$ cat config.mk
export PLATFORM = sky130hd
export DESIGN_NAME = sbus_xfer
export DESIGN_NICKNAME = d
export VERILOG_FILES = /design/src/rtl/sbx_pkg.sv /design/src/rtl/sbx_sync.sv /design/src/rtl/sbx_addr_match.sv /design/src/rtl/sbus_xfer.sv
export SDC_FILE = /design/constraint.sdc
export NUM_CORES = 1
export LEC_CHECK = 0
export BUFFER_PORTS_ARGS = -buffer_cell sky130_fd_sc_hd__buf_2
export CAP_MARGIN = 15
export CORE_MARGIN = 2
export CORE_UTILIZATION = 50
export CTS_BUF_LIST = sky130_fd_sc_hd__clkbuf_16
export DETAILED_ROUTE_END_ITERATION = 7
export GPL_TIMING_DRIVEN = 1
export PLACE_DENSITY = 0.83
export SLEW_MARGIN = 20
export SYNTH_ARGS = -nofsm -noshare
export SYNTH_HDL_FRONTEND = slang
export SYNTH_SLANG_ARGS = --single-unit
$ cat constraint.sdc
create_clock -name clk -period 1.6 [get_ports clk]
set_input_delay 0.4 -clock clk [delete_from_list [all_inputs] [get_ports clk]]
set_output_delay 0.4 -clock clk [all_outputs]
set_load 0.005 [all_outputs]
$ cat src/rtl/sbx_pkg.sv
package sbx_pkg;
    typedef enum logic [1:0] {
        ST_IDLE  = 2'd0,
        ST_WAIT  = 2'd1,
        ST_SHIFT = 2'd2
    } sbx_state_e;
endpackage

$ cat src/rtl/sbx_sync.sv
module sbx_sync #(
    parameter int   STAGES  = 2,
    parameter logic RST_VAL = 1'b1
) (
    input  logic clk,
    input  logic rst_n,
    input  logic d_i,
    output logic q_o
);
    logic [STAGES-1:0] chain_d, chain_q;
    logic [STAGES:0]   ext;

    always_comb begin
        ext     = {chain_q, d_i};
        chain_d = ext[STAGES-1:0];
    end

    always_ff @(posedge clk or negedge rst_n) begin
        if (!rst_n) chain_q <= {STAGES{RST_VAL}};
        else        chain_q <= chain_d;
    end

    assign q_o = chain_q[STAGES-1];
endmodule

$ cat src/rtl/sbx_addr_match.sv
module sbx_addr_match #(
    parameter int W = 8
) (
    input  logic [W-1:0] byte_i,
    input  logic [W-1:0] addr_i,
    output logic         hit_o
);
    assign hit_o = (byte_i == addr_i);
endmodule

$ cat src/rtl/sbus_xfer.sv
module sbus_xfer
    import sbx_pkg::*;
#(
    parameter int DATA_W      = 8,
    parameter int SYNC_STAGES = 2
) (
    input  logic              clk,
    input  logic              rst_n,
    input  logic              en_i,
    input  logic              wake_i,
    input  logic              wr_i,
    input  logic [DATA_W-1:0] wdata_i,
    output logic [DATA_W-1:0] rdata_o,
    input  logic              rel_i,
    input  logic [DATA_W-1:0] addr_i,
    input  logic              busy_set_i,
    input  logic              busy_rel_i,
    input  logic              irq_ack_i,
    input  logic              err_clr_i,
    input  logic              sck_i,
    input  logic              sd_i,
    output logic              sd_pull_o,
    output logic              sd_level_o,
    output logic              irq_o,
    output logic              err_o
);
    localparam int               CNT_W = (DATA_W > 2) ? $clog2(DATA_W) : 1;
    localparam logic [CNT_W-1:0] LAST  = CNT_W'(DATA_W - 1);

    typedef struct packed {
        sbx_state_e        st;
        logic [DATA_W-1:0] sr;
        logic [DATA_W-1:0] rx;
        logic [CNT_W-1:0]  cnt;
        logic              out;
        logic              sck_prev;
        logic              busy;
        logic              relp;
        logic              armed;
        logic              irq;
        logic              err;
    } regs_t;

    regs_t q, d;
    logic  sck_s, sd_s, sck_fall, sck_rise, done, hit;
    logic [DATA_W-1:0] shifted;

    sbx_sync #(.STAGES(SYNC_STAGES), .RST_VAL(1'b1)) u_sync_sck (
        .clk(clk), .rst_n(rst_n), .d_i(sck_i), .q_o(sck_s));
    sbx_sync #(.STAGES(SYNC_STAGES), .RST_VAL(1'b1)) u_sync_sd (
        .clk(clk), .rst_n(rst_n), .d_i(sd_i), .q_o(sd_s));

    assign sck_fall = q.sck_prev & ~sck_s;
    assign sck_rise = ~q.sck_prev & sck_s;
    assign shifted  = {q.sr[DATA_W-2:0], sd_s};

    sbx_addr_match #(.W(DATA_W)) u_match (
        .byte_i(shifted), .addr_i(addr_i), .hit_o(hit));

    always_comb begin
        d          = q;
        done       = 1'b0;
        d.sck_prev = sck_s;

        if (err_clr_i) d.err = 1'b0;

        // software write: start, hold for busy, or collision
        if (wr_i) begin
            if (q.st != ST_IDLE) begin
                d.err = 1'b1;
            end else if (en_i) begin
                d.sr  = wdata_i;
                d.out = 1'b1;
                d.cnt = '0;
                d.st  = sd_s ? ST_SHIFT : ST_WAIT;
            end
        end

        case (q.st)
            ST_WAIT: begin
                if (sd_s) d.st = ST_SHIFT;
            end
            ST_SHIFT: begin
                if (sck_fall) d.out = q.sr[DATA_W-1];
                if (sck_rise) begin
                    d.sr  = shifted;
                    d.cnt = q.cnt + 1'b1;
                    if (q.cnt == LAST) begin
                        done  = 1'b1;
                        d.st  = ST_IDLE;
                        d.rx  = shifted;
                        d.out = 1'b1;
                        d.cnt = '0;
                    end
                end
            end
            default: d.cnt = '0;
        endcase

        // interrupt flag: acknowledge, then completion sets
        if (irq_ack_i) d.irq = 1'b0;
        if (done) begin
            if (!wake_i)              d.irq = 1'b1;
            else if (q.armed && hit)  d.irq = 1'b1;
        end
        d.armed = (q.armed & ~done) | rel_i;

        // busy drive: release waits for the next clock fall
        if (busy_rel_i) d.relp = 1'b1;
        if (sck_fall && q.relp) begin
            d.busy = 1'b0;
            d.relp = 1'b0;
        end
        if (busy_set_i) begin
            d.busy = 1'b1;
            d.relp = 1'b0;
        end
    end

    always_ff @(posedge clk or negedge rst_n) begin
        if (!rst_n) begin
            q          <= '0;
            q.st       <= ST_IDLE;
            q.out      <= 1'b1;
            q.sck_prev <= 1'b1;
        end else begin
            q <= d;
        end
    end

    assign sd_pull_o  = q.busy | (~wake_i & (q.st == ST_SHIFT) & ~q.out);
    assign sd_level_o = sd_s;
    assign rdata_o    = q.rx;
    assign irq_o      = q.irq;
    assign err_o      = q.err;

    AST_IDLE_CNT_ZERO: assert property (@(posedge clk) disable iff (!rst_n)
        (q.st == ST_IDLE) |-> (q.cnt == '0));
    AST_IRQ_FROM_SHIFT: assert property (@(posedge clk) disable iff (!rst_n)
        $rose(irq_o) |-> $past(q.st == ST_SHIFT));
    AST_WAIT_HOLDS_LOW: assert property (@(posedge clk) disable iff (!rst_n)
        (q.st == ST_WAIT && !sd_s) |=> (q.st == ST_WAIT));
    AST_ERR_STICKY: assert property (@(posedge clk) disable iff (!rst_n)
        (err_o && !err_clr_i) |=> err_o);
    AST_WAKE_NEEDS_HIT: assert property (@(posedge clk) disable iff (!rst_n)
        ($rose(irq_o) && $past(wake_i)) |-> $past(hit && q.armed));
    AST_BUSY_DROP_ON_FALL: assert property (@(posedge clk) disable iff (!rst_n)
        $fell(q.busy) |-> $past(sck_fall));
endmodule

==> results by group <==
Critical path
  • Worst r2r dst: q[27]$_DFF_PN0_
  • Crit-path cells: inv_2 -> ha_4 -> inv_4 -> o31ai_2 -> buf_2
  • Critical path depth: 5
  • Slowest cell on crit path: dfrtp_1
  • Crit Path Max Fanout: 2
  • End of the critical path: sd_pull_o
  • Worst reg2reg setup slack: 60 ps
  • FF-to-FF Start: q[7]$_DFF_PN0_
  • CP Capture Type: primary output
  • WP buf/inv: 3
  • Crit path kind: reg2out
  • Crit path required time: 1200 ps
  • Critical Path Source Type: flop
  • Crit path launch: q[26]$_DFF_PN0_
  • Crit path max-delay family: flip-flops
  • CP max stage delay: 380 ps
  • Arrival @ worst endpoint: 1230 ps
  • R2R cell count: 6

Hold path
  • HP Class: in2async

Power
  • Leakage power total: 1.03 nW
  • VDD IR max: 0.000963 V
  • PwrDens: 1400 mW/mm^2
  • PnR Total Power: 2.88 mW

Synthesis
  • Syn_area_per_cell: 11.7 um^2
  • Synth Register Bits: 32
  • Netlist Area Pre-Place: 0.00160 mm^2
  • Ys Warns: 0
  • Ys flop type: dfrtp_1
  • Post-synth ARST share: 100%
  • Adder-cell area share of the yosys netlist: 3.92%
  • Syn Nets: 169
  • Sequential area share after synthesis: 50.7%
  • EDFF count, synth: 0
  • Post-synthesis simple-gate area fraction: 11.9%
  • Synth Area in Compound Gates: 9.80%
  • Post-synthesis mux area share: 12.5%
  • Combinational family with the most area after synthesis: multiplexers
  • Cell count after synthesis: 136
  • XOR/XNOR share of the synthesized area: 4.39%
  • Yosys cell types: 32

Global routing
  • GRT Total Usage: 20.1%
  • First-pass GRT wire length: 5.12 mm
  • Overflow after GRT: 0
  • Antenna violations before repair: 0
  • Vias in the first global route: 1129
  • Pin count of the biggest net entering global routing: 21

Cells and area
  • Design Area, Final: 0.00206 mm^2
  • Number of diodes: 0
  • Synth-to-Final Area Change: 29.0%
  • Proportion of layout cells with a drive suffix above 1: 46.4%
  • Final Net Count: 213
  • Final cell utilization of the core: 67.4%
  • Commonest non-fill, non-tap cell in the layout: buf_2
  • Fin cells: 225
  • Most frequent cells in the layout: buf_2 (39), dfrtp_1 (26), nand2_1 (17)

Place
  • Placer congestion estimate: 0.841
  • Area after DPL: 0.00182 mm^2
  • Input/output buffers: 39
  • Placed cell count: 212
  • Setup WS pre-CTS: -5.85 ps
  • HPWL after DPL: 2.28 mm

Die
  • Io pins: 40
  • Die H: 60.5 um
  • Core Box Area: 0.00305 mm^2
  • DIE WIDTH: 60.5 um
  • FP Rows: 20
  • Starting Density: 52.3%
  • Full die area: 0.00366 mm^2

Clocking
  • CTS Buffer Depth: 2
  • Clk pin slew, worst setup/hold paths: 50 ps
  • CTS tree: done
  • Clock root cell: clkbuf_16
  • CTS Buf Count: 5
  • Clk_lat worst skew: 280 ps
  • CTS H-tree depth: 2
  • Clock sink count: 32

Timing
  • Slew HR: 74.5%
  • Ratio of final minimum period to clock period: 102%
  • Min setup slack post-route: -32.3 ps
  • Min Hold Slack: 36.0 ps
  • RSZ-0062 raised after global routing: yes
  • Pins Over Slew Limit: 0
  • Post-route minimum period: 1630 ps
  • Finish-stage setup viols: 1
  • Setup_tns: -32.3 ps
  • Post-Route Skew: 4.27 ps
  • Fin. Hold Viols: 0
  • Actual slew at the worst max-slew pin: 383 ps
  • Max Clock Freq: 613 MHz

Routing
  • DRC: 0
  • DR iter-0 viols: 36
  • Drt wl/cell: 14.7 um
  • Vias/cell: 4.98
  • Vias: 1121
  • Total wire length: 3.30 mm
  • Pre-antenna DRT Iters: 4
  • Post-route antenna net violation count: 0

Job
  • Max-cap violations: 0

Run status
  • Failing checks: setup timing
  • Outcome: finished with violations
timing repair:
item | in CTS | in global routing
hold buffers | 0 | 0
setup endpoints to repair | 2 | 12
pin swaps | 1 | 1
resized for setup | 6 | 8
gates cloned | 0 | 0
setup buffers | 5 | 0
worst register-to-register path, stage by stage (launching register included):
cell and delay, ps:
dfrtp_1 400, ha_1 240, ha_4 190, and3b_1 180, o21ai_2 140, nor2_1 90
nor3_1 220
power breakdown:
part | switching [mW] | internal [mW] | total (mW)
sequential | 0.163 | 0.978 | 1.14
combinational | 0.393 | 0.444 | 0.837
clock | 0.334 | 0.563 | 0.897
total | 0.890 | 1.99 | 2.88
synth_stat cells, drive strengths merged, types with 3 or more instances:
cell type | number | area, um^2
nor2 | 3 | 27.5
nand3b | 5 | 37.5
xnor2 | 8 | 70.1
o21ai | 9 | 45.0
ha | 5 | 62.6
buf | 11 | 77.6
dfrtp | 26 | 651
dfstp | 6 | 158
a21boi | 3 | 22.5
inv | 8 | 30.0
mux2i | 8 | 80.1
mux2 | 8 | 120
nand2 | 18 | 75.1
sequential cells by signal, summed over array words and instances (netlist names):
register / count
rdata_o: 8
q: 18
err_o: 1
u_sync_sd.chain_q: 2
irq_o: 1
u_sync_sck.chain_q: 2
kinds of logic (layout without fill, tap and decap cells):
group                      Yosys count  in the layout
xor gates and xnor gates             8              8
AOI/OAI and AO/OA                   23             23
adders and majority gates            5              5
and+or+nand+nor                     33             33
buffers and inverters               19             64
DFF                                 32             32
muxes                               16             16
worst min path at each step:
stage	from	endpoint	slack, ps	cells after the start
after detailed placement	rst_n	q[4]$_DFFE_PN0N_	340	1
after global routing	rst_n	q[9]$_DFF_PN0_	70	1
after CTS	rst_n	q[9]$_DFF_PN0_	40	1
after floorplan	rst_n	err_o$_DFF_PN0_	100	0
final	rst_n	q[9]$_DFF_PN0_	40	1
after global placement	rst_n	q[4]$_DFFE_PN0N_	330	1
per-layer routing:
layer	wire length (um)	track usage, %	part of all wire [%]	up-vias
met5	0	0	0	-
met4	138	14.0	4.2	0
met3	151	5.76	4.6	12
met2	1640	32.0	50	30
met1	1370	23.4	41	535
li1	-	-	-	544
final cells by class:
type                    count  area, um^2
multi-input cells          85         736
clock buffers               5         125
fillers                   244         995
clock inverters             3        13.8
flip-flops and latches     32         808
inverters                   8        32.5
well taps                  44        55.1
repair buffers             48         288
Note: power is estimated with default switching activity, not from simulation.
